## config.mk

```make
export PLATFORM = sky130hd
export DESIGN_NAME = pred_gate
export DESIGN_NICKNAME = d
export VERILOG_FILES = /design/src/rtl/pred_pkg.sv /design/src/rtl/pred_ccfile.sv /design/src/rtl/pred_exec.sv /design/src/rtl/pred_count.sv /design/src/rtl/pred_gate.sv
export SDC_FILE = /design/constraint.sdc
export NUM_CORES = 1
export LEC_CHECK = 0
export ABC_CLOCK_PERIOD_IN_PS = 7100
export BUFFER_PORTS_ARGS = -buffer_cell sky130_fd_sc_hd__buf_2
export CORE_MARGIN = 10
export CORE_UTILIZATION = 58
export DETAILED_ROUTE_END_ITERATION = 8
export GPL_ROUTABILITY_DRIVEN = 0
export PLACE_DENSITY_LB_ADDON = 0.25
export SYNTH_ARGS = -nofsm -noshare
export SYNTH_HDL_FRONTEND = slang
export SYNTH_SLANG_ARGS = --single-unit
```

## constraint.sdc

```tcl
create_clock -name clk -period 7.1 [get_ports clk]
set_input_delay 1.065 -clock clk [delete_from_list [all_inputs] [get_ports clk]]
set_output_delay 1.065 -clock clk [all_outputs]
set_load 0.05 [all_outputs]
```

## src/rtl/pred_pkg.sv

```systemverilog
package pred_pkg;

    typedef enum logic [2:0] {
        OP_NOP  = 3'd0,
        OP_ADD  = 3'd1,
        OP_LD   = 3'd2,
        OP_ST   = 3'd3,
        OP_CMP  = 3'd4,
        OP_CMPP = 3'd5
    } op_e;

    typedef enum logic [2:0] {
        CR_ALWAYS = 3'd0,
        CR_EQZ    = 3'd1,
        CR_NEZ    = 3'd2,
        CR_LTZ    = 3'd3,
        CR_GEZ    = 3'd4,
        CR_GTZ    = 3'd5,
        CR_LEZ    = 3'd6,
        CR_NEVER  = 3'd7
    } crit_e;

    typedef struct packed {
        logic neg;
        logic zero;
    } ccflags_t;

    localparam ccflags_t CC_ZERO = '{neg: 1'b0, zero: 1'b1};
    localparam ccflags_t CC_POS  = '{neg: 1'b0, zero: 1'b0};

    function automatic logic crit_holds(input crit_e c, input ccflags_t f);
        case (c)
            CR_ALWAYS: return 1'b1;
            CR_EQZ:    return f.zero;
            CR_NEZ:    return !f.zero;
            CR_LTZ:    return f.neg;
            CR_GEZ:    return !f.neg;
            CR_GTZ:    return !f.neg && !f.zero;
            CR_LEZ:    return f.neg || f.zero;
            default:   return 1'b0;
        endcase
    endfunction

endpackage

```

## src/rtl/pred_ccfile.sv

```systemverilog
module pred_ccfile
    import pred_pkg::*;
#(
    parameter int NPRED = 4,
    localparam int PW   = $clog2(NPRED)
) (
    input  logic          clk,
    input  logic          rst,
    input  logic          we_a,
    input  logic [PW-1:0] idx_a,
    input  ccflags_t      flags_a,
    input  logic          we_b,
    input  logic [PW-1:0] idx_b,
    input  ccflags_t      flags_b,
    input  logic [PW-1:0] rd_idx,
    output ccflags_t      rd_flags
);

    ccflags_t [NPRED-1:0] cc_q;

    for (genvar i = 0; i < NPRED; i++) begin : g_entry
        always_ff @(posedge clk) begin
            if (rst)
                cc_q[i] <= CC_ZERO;
            else if (we_a && idx_a == PW'(i))
                cc_q[i] <= flags_a;
            else if (we_b && idx_b == PW'(i))
                cc_q[i] <= flags_b;
        end
    end

    // Bypass: a write still pending this cycle wins over the stored entry.
    always_comb begin
        if (we_a && idx_a == rd_idx)
            rd_flags = flags_a;
        else if (we_b && idx_b == rd_idx)
            rd_flags = flags_b;
        else
            rd_flags = cc_q[rd_idx];
    end

    assert_pair_complement_R7: assert property (@(posedge clk) disable iff (rst)
        (we_a && we_b) |=> (cc_q[$past(idx_a)].zero != cc_q[$past(idx_b)].zero));

endmodule

```

## src/rtl/pred_exec.sv

```systemverilog
module pred_exec
    import pred_pkg::*;
#(
    parameter int DW    = 16,
    parameter int RW    = 3,
    parameter int NPRED = 4,
    localparam int PW   = $clog2(NPRED)
) (
    input  logic          valid,
    input  op_e           op,
    input  crit_e         crit,
    input  logic [RW-1:0] dst,
    input  logic [DW-1:0] a,
    input  logic [DW-1:0] b,
    input  ccflags_t      guard_flags,
    output logic          commit,
    output logic          wb_en,
    output logic          ld_en,
    output logic          st_en,
    output logic [DW-1:0] sum,
    output logic          cc_we_a,
    output logic [PW-1:0] cc_idx_a,
    output ccflags_t      cc_flags_a,
    output logic          cc_we_b,
    output logic [PW-1:0] cc_idx_b,
    output ccflags_t      cc_flags_b
);

    logic equal;
    logic less;

    assign commit = valid && crit_holds(crit, guard_flags);
    assign equal  = (a == b);
    assign less   = ($signed(a) < $signed(b));
    assign sum    = a + b;

    assign wb_en   = commit && (op == OP_ADD);
    assign ld_en   = commit && (op == OP_LD);
    assign st_en   = commit && (op == OP_ST);
    assign cc_we_a = commit && (op == OP_CMP || op == OP_CMPP);
    assign cc_we_b = commit && (op == OP_CMPP);

    assign cc_idx_a = dst[PW-1:0];
    assign cc_idx_b = dst[PW-1:0] ^ PW'(1);

    always_comb begin
        if (op == OP_CMPP) begin
            cc_flags_a = equal ? CC_POS : CC_ZERO;
            cc_flags_b = equal ? CC_ZERO : CC_POS;
        end else begin
            cc_flags_a = '{neg: less, zero: equal};
            cc_flags_b = CC_ZERO;
        end
    end

endmodule

```

## src/rtl/pred_count.sv

```systemverilog
module pred_count #(
    parameter int CW = 16
) (
    input  logic          clk,
    input  logic          rst,
    input  logic          inc,
    output logic [CW-1:0] cnt
);

    always_ff @(posedge clk) begin
        if (rst)
            cnt <= '0;
        else if (inc)
            cnt <= cnt + CW'(1);
    end

endmodule

```

## src/rtl/pred_gate.sv

```systemverilog
module pred_gate
    import pred_pkg::*;
#(
    parameter int DW    = 16,
    parameter int RW    = 3,
    parameter int NPRED = 4,
    parameter int CW    = 16,
    localparam int PW   = $clog2(NPRED)
) (
    input  logic          clk,
    input  logic          rst,
    input  logic          in_valid,
    input  logic [2:0]    in_op,
    input  logic [PW-1:0] in_guard,
    input  logic [2:0]    in_crit,
    input  logic [RW-1:0] in_dst,
    input  logic [DW-1:0] in_a,
    input  logic [DW-1:0] in_b,
    output logic          wb_en,
    output logic [RW-1:0] wb_dst,
    output logic [DW-1:0] wb_data,
    output logic          ld_en,
    output logic          st_en,
    output logic [DW-1:0] mem_addr,
    output logic [DW-1:0] st_data,
    output logic [CW-1:0] issued_cnt,
    output logic [CW-1:0] commit_cnt
);

    // Execute-stage registers
    logic          ex_valid;
    op_e           ex_op;
    logic [PW-1:0] ex_guard;
    crit_e         ex_crit;
    logic [RW-1:0] ex_dst;
    logic [DW-1:0] ex_a, ex_b;

    always_ff @(posedge clk) begin
        if (rst) begin
            ex_valid <= 1'b0;
            ex_op    <= OP_NOP;
            ex_guard <= '0;
            ex_crit  <= CR_NEVER;
            ex_dst   <= '0;
            ex_a     <= '0;
            ex_b     <= '0;
        end else begin
            ex_valid <= in_valid;
            ex_op    <= op_e'(in_op);
            ex_guard <= in_guard;
            ex_crit  <= crit_e'(in_crit);
            ex_dst   <= in_dst;
            ex_a     <= in_a;
            ex_b     <= in_b;
        end
    end

    // Writeback-stage condition-code write, committed to the file at the next edge
    logic          wq_we_a, wq_we_b;
    logic [PW-1:0] wq_idx_a, wq_idx_b;
    ccflags_t      wq_flags_a, wq_flags_b;
    ccflags_t      guard_flags;

    pred_ccfile #(.NPRED(NPRED)) u_cc (
        .clk      (clk),
        .rst      (rst),
        .we_a     (wq_we_a),
        .idx_a    (wq_idx_a),
        .flags_a  (wq_flags_a),
        .we_b     (wq_we_b),
        .idx_b    (wq_idx_b),
        .flags_b  (wq_flags_b),
        .rd_idx   (ex_guard),
        .rd_flags (guard_flags)
    );

    logic          x_commit, x_wb, x_ld, x_st;
    logic [DW-1:0] x_sum;
    logic          x_we_a, x_we_b;
    logic [PW-1:0] x_idx_a, x_idx_b;
    ccflags_t      x_flags_a, x_flags_b;

    pred_exec #(.DW(DW), .RW(RW), .NPRED(NPRED)) u_exec (
        .valid       (ex_valid),
        .op          (ex_op),
        .crit        (ex_crit),
        .dst         (ex_dst),
        .a           (ex_a),
        .b           (ex_b),
        .guard_flags (guard_flags),
        .commit      (x_commit),
        .wb_en       (x_wb),
        .ld_en       (x_ld),
        .st_en       (x_st),
        .sum         (x_sum),
        .cc_we_a     (x_we_a),
        .cc_idx_a    (x_idx_a),
        .cc_flags_a  (x_flags_a),
        .cc_we_b     (x_we_b),
        .cc_idx_b    (x_idx_b),
        .cc_flags_b  (x_flags_b)
    );

    always_ff @(posedge clk) begin
        if (rst) begin
            wb_en      <= 1'b0;
            ld_en      <= 1'b0;
            st_en      <= 1'b0;
            wb_dst     <= '0;
            wb_data    <= '0;
            mem_addr   <= '0;
            st_data    <= '0;
            wq_we_a    <= 1'b0;
            wq_we_b    <= 1'b0;
            wq_idx_a   <= '0;
            wq_idx_b   <= '0;
            wq_flags_a <= CC_ZERO;
            wq_flags_b <= CC_ZERO;
        end else begin
            wb_en      <= x_wb;
            ld_en      <= x_ld;
            st_en      <= x_st;
            wb_dst     <= ex_dst;
            wb_data    <= x_sum;
            mem_addr   <= ex_a;
            st_data    <= ex_b;
            wq_we_a    <= x_we_a;
            wq_we_b    <= x_we_b;
            wq_idx_a   <= x_idx_a;
            wq_idx_b   <= x_idx_b;
            wq_flags_a <= x_flags_a;
            wq_flags_b <= x_flags_b;
        end
    end

    pred_count #(.CW(CW)) u_issued (
        .clk (clk), .rst (rst), .inc (ex_valid), .cnt (issued_cnt)
    );

    pred_count #(.CW(CW)) u_commit (
        .clk (clk), .rst (rst), .inc (x_commit), .cnt (commit_cnt)
    );

    assert_strobe_onehot_R4: assert property (@(posedge clk) disable iff (rst)
        $onehot0({wb_en, ld_en, st_en}));

    assert_never_silent_R6: assert property (@(posedge clk) disable iff (rst)
        (ex_valid && ex_crit == CR_NEVER) |=> !(wb_en || ld_en || st_en));

    assert_suppressed_silent_R3: assert property (@(posedge clk) disable iff (rst)
        (!x_commit) |=> !(wb_en || ld_en || st_en || wq_we_a || wq_we_b));

    assert_idle_no_issue_R9: assert property (@(posedge clk) disable iff (rst)
        (!ex_valid) |=> $stable(issued_cnt));

    assert_commit_implies_issue_R10: assert property (@(posedge clk) disable iff (rst)
        (commit_cnt != $past(commit_cnt)) |-> (issued_cnt != $past(issued_cnt)));

endmodule

```

-- Word-level counts from Yosys, hierarchy flattened
Cells that the tools add are included.
- add/sub/neg operators: 3
- multipliers: 0
- div/mod/pow operators: 0
- $lt $le $gt $ge: 2
- equal/unequal tests: 20
- shifts and indexed selects: 0
- muxes and demuxes: 16
- bitwise operators: 2
- reductions and logical operators: 29
- operator list (kind ; count):
    $add A16 B1 Y16 const B ; 2
    $mux W2 ; 12
    $logic_and A1 B1 Y1 ; 17
    $add A16 B16 Y16 ; 1
    $eq A16 B16 Y1 ; 1
    $lt A16 B16 Y1 ; 1
    $eq A3 B3 Y1 const B ; 5
    $eq A3 B2 Y1 const B ; 4
    $eq A2 B2 Y1 const B ; 4
    $reduce_bool A2 Y1 ; 4
    $pmux W1 S7 ; 1
    $eq A3 B1 Y1 const B ; 2
    $bmux W2 S2 ; 1
    $eq A2 B1 Y1 const B ; 2
    $eq A2 B2 Y1 ; 2
    $logic_not A2 Y1 ; 2
    $logic_not A3 Y1 ; 1
    $lt A2 B3 Y1 const B ; 1
    $logic_not A1 Y1 ; 2
    $logic_or A1 B1 Y1 ; 2
    $mux W1 ; 2
    $not A1 Y1 ; 2
    $reduce_or A2 Y1 ; 1
- flip-flop bits (word level): 148
- bits in latches: 0
- RAM bits: 0
- bits in read-only memories: 0
- input port bits: 46
- output and inout port bits: 86
- logic and storage cells: 104
- memories kept: 0

-- Depth between registers and ports, before layout
Gate-level depths: netlist (run 1).
- depth after elaboration: 9
- mapped depth: 9

-- By module
Synthesis (run 1) repeated with hierarchy kept, for this count alone.
- cells, all modules: 681
- area, all modules: 6593.8 um^2
- by module, submodules not included (module ; times used ; cells an instance ; area an instance (um^2) ; sequential area each (um^2)):
    pred_gate ; 1 ; 228 ; 2970.3 ; 2162.1
    pred_count ; 2 ; 83 ; 757.0 ; 320.3
    pred_exec ; 1 ; 214 ; 1470.2 ; 0.0
    pred_ccfile ; 1 ; 73 ; 639.4 ; 160.2

-- Worst setup path before layout (run 1)
OpenSTA, ideal clock, no wires.
- path kind: register to register
- start: register wb_dst[0] (netlist name)
- end: register u_commit.cnt[10]
- setup time: 0.121 ns
- arrival: 2.599 ns
- slack: 4.380 ns
- stages on the path, launching flop included: 9
- path buffers: 1
- period minus slack after synthesis: 2.720 ns
- cell sequence: dfxtp_1 -> xnor2_1 -> and3_2 -> o31a_1 -> mux2i_1 -> or2_4 -> buf_12 -> nor4_2 -> mux2_4
- RTL lines (element ; line ; RTL):
    to (signal assigned) ; pred_count.sv:14 ; cnt <= cnt + CW'(1);
    to (decl) ; pred_count.sv:7 ; output logic [CW-1:0] cnt

-- Worst setup path after layout (run 1)
- start: register ex_guard[0]
- end: register u_commit.cnt[3]
- longest elaborated chain between the ends: 8
- elaborated cells between the ends (all ways): 14
- RTL lines (element ; line ; RTL):
    from (decl) ; pred_gate.sv:33 ; logic [PW-1:0] ex_guard;
    from (signal assigned) ; pred_gate.sv:50 ; ex_guard <= in_guard;
    $bmux W2 S2 / $eq A2 B2 Y1 (equally long branches) ; pred_ccfile.sv:39, pred_ccfile.sv:36 ;
    $mux W2 (implied by the code) / $logic_and A1 B1 Y1 (equally long branches) ; pred_ccfile.sv:39, pred_ccfile.sv:36 ;
    $mux W2 ; pred_ccfile.sv:36 ; else if (we_b && idx_b == rd_idx)
    $mux W2 * ; pred_ccfile.sv:34 ; if (we_a && idx_a == rd_idx)
    $logic_not A1 Y1 (on tied branches) ; pred_pkg.sv:37, pred_pkg.sv:38, pred_pkg.sv:35 ;
    $logic_and A1 B1 Y1 ; pred_pkg.sv:38 ; CR_GTZ: return !f.neg && !f.zero;
    $pmux W1 S7 * ; pred_pkg.sv:32 ; case (c)
    $logic_and A1 B1 Y1 * ; pred_exec.sv:32 ; assign commit = valid && crit_holds(crit, guard_flags);
Mark *: on every way between the ends. The rest lies on a longest branch, timed or not. The select of a mux whose other input is x is not followed.
A chain may end at the register's enable or synchronous reset.

==> results of run 1 <==
==> synth_stat cells, drive strengths merged (6+ instances only) <==
| library cell | n |
|---|---|
| dfxtp | 144 |
| nor2b | 76 |
| nor2 | 71 |
| inv | 35 |
| ha | 33 |
| nand2 | 28 |
| a21oi | 23 |
| nand3 | 23 |
| clkbuf | 18 |
| xor2 | 17 |
| o21ai | 12 |
| xnor2 | 12 |
| mux2 | 10 |
| nand4 | 10 |
| and3 | 8 |
| nand2b | 8 |
| mux2i | 7 |
| nor3 | 7 |
| nor4 | 7 |
| buf | 6 |
| or2 | 6 |
| or3 | 6 |
==> registers in the layout, summed over array words and instances, names as in the netlist, 2 cells and up <==
| register | flops |
|---|---|
| ex_a | 16 |
| ex_b | 16 |
| mem_addr | 16 |
| st_data | 16 |
| u_commit.cnt | 16 |
| u_issued.cnt | 16 |
| wb_data | 16 |
| u_cc.cc_q | 8 |
| ex_crit | 3 |
| ex_dst | 3 |
| ex_op | 3 |
| wb_dst | 3 |
| ex_guard | 2 |
| wq_flags_a | 2 |
==> cell type report <==
cell class | count | area share [%]
flip-flops and latches | 144 | 39.19
clock inverters | 10 | 1.803
well taps | 136 | 2.313
inverters | 35 | 1.786
multi-input cells | 426 | 39.43
repair buffers | 132 | 9.049
clock buffers | 22 | 6.430
==> cells by family after synthesis <==
logic type | count (synthesis) | synth area share (%)
and+or+nand+nor | 263 | 23.41
xor gates and xnor gates | 29 | 4.210
muxes | 19 | 4.086
AOI/OAI and AO/OA | 81 | 9.188
buffers and inverters | 59 | 4.148
adders and majority gates | 34 | 7.176
DFF | 144 | 47.78
==> stage by stage <==
stage	power (mW)	area (µm²)	util (%)	worst slack, ns
floorplan	1.033	6033	-	4.380
global placement	1.080	6750	65.98	3.925
detailed placement	1.086	6750	65.98	3.758
CTS	1.981	7356	71.90	3.743
global route	2.034	7356	71.90	3.454
finish	1.969	7356	71.90	3.759
==> where the power goes <==
part | switching [mW] | total (mW) | internal [mW]
Combinational | 0.140 | 0.209 | 0.0690
Sequential | 0.0203 | 0.862 | 0.841
Clock | 0.328 | 0.898 | 0.570
Total | 0.488 | 1.97 | 1.48
==> metal layers <==
layer,routed length [µm],GRT usage [%],share of wire [%]
met1,5675,20.39,41
met2,6925,32.27,51
met3,838,5.227,6.1
met4,255,7.899,1.9
met5,0,0,0
==> worst paths after layout <==
kind,endpoint,from,depth (start not counted)
worst max-delay path,u_commit.cnt[3],ex_guard[0],7
worst min-delay path,wq_idx_b[0],ex_dst[0],1
worst max register to register,u_commit.cnt[3],ex_guard[0],7
worst min register to register,wq_idx_b[0],ex_dst[0],1
==> cell usage in the layout (no fill, tap or decap), drive strengths merged, types with 3 or more instances in the layout <==
cell type    n
dfxtp      144
nor4         7
mux2i        7
o31ai        4
bufinv       3
o31a         4
nand3       23
a31oi        3
nand2       28
mux2        10
xor2        17
nand4       10
a21oi       23
clkbuf      22
nor3         7
and3         8
inv         35
o21a         5
or2          6
xnor2       12
clkinvlp     3
buf        132
or3          6
o311ai       3
o21bai       4
o21ai       12
nor2b       76
nor2        71
ha          33
a21o         4
clkinv       4
nand2b       8
o211ai       4
==> worst max-delay path, delay by kind of cell, from the launching register on <==
kind | cells | cell delay [ns]
DFF | 1 | 0.44
AOI/OAI and AO/OA | 2 | 0.41
and+or+nand+nor | 3 | 1.49
muxes | 2 | 0.89
==> results.yml, run 1 <==
floorplanning:
  fp.dieH_um: 122.0
  io_pins: 132
  initial_core_util_pct: 58.97
  die_w_um: 122.0
  num_rows: 37
  dieArea_mm2: 0.01488
  coreArea_mm2: 0.01023
synth:
  syn_nets: 709
  async_flop_share_pct: 0
  syn_avg_cell_area_um2: 9.592
  yosysWarnings: 0
  ys_top_cells_by_area: "dfxtp_1 (48%), nor2b_1 (7.9%), ha_1 (6.8%), nor2_1 (4.4%), xor2_1 (2.5%)"
  synth-seq-cells: 144
  synthDistinctLibCells: 66
  synth_area_mm2: 0.006033
  syn_inst: 629
  dominantRegCellSynth: "dfxtp_1"
  yosysSeqAreaShare_pct: 47.78
  synth_top_cell_by_area: "dfxtp_1"
  synth_edf_count: 0
  synth_top_cell_area_share_pct: 47.78
cells_and_area:
  regArea_mm2: 0.002883
  drive_above_1_share_pct: 24.84
  num_antenna_cells: 0
  multi_input_comb_area_mm2: 0.002900
  fillers: 788
  finalNonFillerCells: 905
  nets: 836
  area_growth_syn_to_layout_pct: 21.92
detailed_routing:
  firstDrtPassIters: 5
  wire_per_inst_um: 15.13
  post-route-drc-count: 0
  vias_per_cell: 5.191
  drt_iter0_drc: 276
  drt-total-wl_mm: 13.70
  vias: 4698
  antenna_left: 0
clocking:
  insertion_delay_ns: 0.53
  post_cts_buffers: 0
  holdBufCountCts: 0
  cts_tree: "yes"
  cts_root_buf: "clkbuf_8"
  clk_pin_slew_worst_paths_ns: 0.06
  htree_levels: 4
  cts_inserted_buffers: 17
  clock_path_buffers: 2
  postCtsResizedCells: 0
  clock-sinks: 144
placed_design:
  hpwl_mm: 9.737
  dp.cells: 873
  port_buffers: 131
timing:
  finalSetupViolations: 0
  rsz0062_at_grt: "no"
  slew_viol_final: 0
  hold_viol: 0
  whs_ns: 0.4152
  fin_skew_ns: 0.01672
  worst_slew_pin_slew_ns: 0.9402
  fin_crit_sh_pct: 47.06
  max_freq_ghz: 0.2993
  fin_tns_setup_ns: 0
  layout_min_cycle_time_ns: 3.341
  relSlewSlack_pct: 37.32
worst_setup_path:
  critPathMaxFanout: 14
  critical_path_arrival_ns: 3.75
  crit_path_cell_trace: "mux4_2, o31a_2, o311ai_1, nand3_1, nor3_2, nand4_1, mux2_1"
  r2r_slack_ns: 3.76
  worstPathRequired_ns: 7.51
  worst_path_max_delay_cell: "nor3_2"
  critical-path-max-stage-delay_ns: 0.82
  cp-start-kind: "register"
  crit_type: "reg -> reg"
  cp-end-kind: "register"
grt:
  grt_pass1_vias: 4783
  grt_overflow: 0
  grt_pass1_wl_mm: 22.22
  grt_max_degree: 101
  track_usage_pct: 18.41
  antenna_found_initial: 0
power_and_ir_drop:
  power_density_mw_per_mm2: 267.6
  p_leak_nw: 3.381
  ir_drop_mv: 0.1616
status:
  status: "finished, final reports clean"
job:
  maxCapViolCount: 0
worst_hold_path:
  holdCritPathClass: "reg -> reg"
Note: power is estimated with default switching activity, not from simulation.
==> inputs of run 2 (changes only) <==
Settings changed: ABC_CLOCK_PERIOD_IN_PS 7100 to 3400, CORE_UTILIZATION 58 to 54.
Clock period 7.1 ns to 3.4 ns, I/O delays scaled along.
==> run 2 against run 1 <==
- critical path type unchanged
- fmax rose by 18%
- clock skew fell by 0.011 ns
- sequential cell count did not move
- wire length fell by 0.83%
- utilization fell by 4.4 points
- critical path depth did not move
- first-iteration DRC count rose by 4.0%
- design area barely moved
- largest power group is now sequential cells
- die area rose by 6.2%
==> results.yml, run 2 (synthesis gave the netlist of run 1 again) <==
clocking:
  cts_root_buf: "clkbuf_8"
  cts_tree: "yes"
  clk_pin_slew_worst_paths_ns: 0.06
  holdBufCountCts: 0
  cts_inserted_buffers: 17
  insertion_delay_ns: 0.53
  htree_levels: 4
  clock-sinks: 144
  clock_path_buffers: 2
  post_cts_buffers: 0
  postCtsResizedCells: 0
detailed_routing:
  post-route-drc-count: 0
  vias_per_cell: 5.182
  vias: 4726
  drt_iter0_drc: 287
  wire_per_inst_um: 14.89
  drt-total-wl_mm: 13.58
  firstDrtPassIters: 4
  antenna_left: 0
timing:
  hold_viol: 0
  max_freq_ghz: 0.3540
  finalSetupViolations: 0
  relSlewSlack_pct: 56.17
  worst_slew_pin_slew_ns: 0.6574
  slew_viol_final: 0
  rsz0062_at_grt: "no"
  fin_skew_ns: 0.005525
  fin_tns_setup_ns: 0
  layout_min_cycle_time_ns: 2.825
  fin_crit_sh_pct: 83.09
worst_setup_path:
  crit_type: "reg -> reg"
  cp-end-kind: "register"
  cp-start-kind: "register"
  critical_path_arrival_ns: 3.23
  worstPathRequired_ns: 3.81
  critPathMaxFanout: 12
grt:
  grt_pass1_wl_mm: 22.38
  track_usage_pct: 16.95
  grt_overflow: 0
  grt_pass1_vias: 4708
  grt_max_degree: 70
  antenna_found_initial: 0
floorplanning:
  dieArea_mm2: 0.01580
  fp.dieH_um: 125.7
  coreArea_mm2: 0.01089
  io_pins: 132
  die_w_um: 125.7
  initial_core_util_pct: 55.41
  num_rows: 38
placed_design:
  hpwl_mm: 9.978
  port_buffers: 131
  dp.cells: 880
cells_and_area:
  area_growth_syn_to_layout_pct: 21.84
  fin_util_pct: 67.51
  nets: 839
  regArea_mm2: 0.002883
  final_cell_mix: "dfxtp_1 (144), buf_2 (130), nor2b_1 (76), nor2_1 (71), inv_1 (35)"
  fillers: 851
  num_antenna_cells: 0
  drive_above_1_share_pct: 25.00
  final_common_cell: "dfxtp_1"
  multi_input_comb_area_mm2: 0.002900
  finalNonFillerCells: 912
status:
  status: "finished, final reports clean"
worst_hold_path:
  holdCritPathClass: "in -> reg"
power_and_ir_drop:
  ir_drop_mv: 0.4434
  power_density_mw_per_mm2: 545.3
  power_mw: 4.008
  p_leak_nw: 3.387
job:
  maxCapViolCount: 0
[run 2: cell types whose count changed in the layout (fill, tap and decap cells not counted), sizes merged]
cell	delta
bufinv	-1
buf	+3
clkinv	+3
clkinvlp	-2
[run 2: path summary, 6_finish.rpt]
| check | to | slack [ns] | start | depth (start not counted) |
|---|---|---|---|---|
| max | u_commit.cnt[3] | 0.57 | wb_dst[1] | 7 |
| min | ex_crit[1] | 0.16 | in_crit[1] | 2 |
| max reg2reg | u_commit.cnt[3] | 0.57 | wb_dst[1] | 7 |
| min reg2reg | wq_idx_b[0] | 0.40 | ex_dst[0] | 1 |
[run 2: where the power goes]
part | switching, mW | leakage [nW] | internal (mW)
logic | 0.291 | 1.92 | 0.145
clock network | 0.677 | 0.284 | 1.10
registers | 0.0412 | 1.18 | 1.76
[run 2: worst max-delay path, cell delays in order, from the launching register on]
cell     delay [ns]
dfxtp_1        0.57
xor2_1         0.17
o31a_2         0.38
o31a_1         0.33
mux2i_1        0.18
nor3_2         0.53
nand4_1        0.19
mux2_1         0.35
[run 2: area by class of cell]
class	instances	area share, %
Multi-Input combinational cell	426	39.46
Clock buffer	22	6.298
Tap cell	140	2.383
Timing Repair Buffer	135	9.362
Inverter	35	1.787
Clock inverter	10	1.498
Sequential cell	144	39.22
[run 2: metal layers]
layer	share of wire, %	GRT usage, %	wire length [µm]	vias to the layer above
met5	0	0	0	-
met4	2.1	7.859	279	0
met3	5.7	6.292	769	27
met2	50	28.94	6828	108
met1	42	18.29	5705	2206
li1	-	-	-	2385
[run 2: through the flow]
stage | cell area (µm²) | hold WS [ns] | setup WS (ns)
floorplan | 6033 | 0.3786 | 0.6800
global placement | 6778 | 0.3859 | 0.7105
detailed placement | 6778 | 0.3870 | 0.6060
CTS | 7351 | 0.1411 | 0.5690
global route | 7351 | 0.1477 | 0.3960
finish | 7351 | 0.1643 | 0.5749
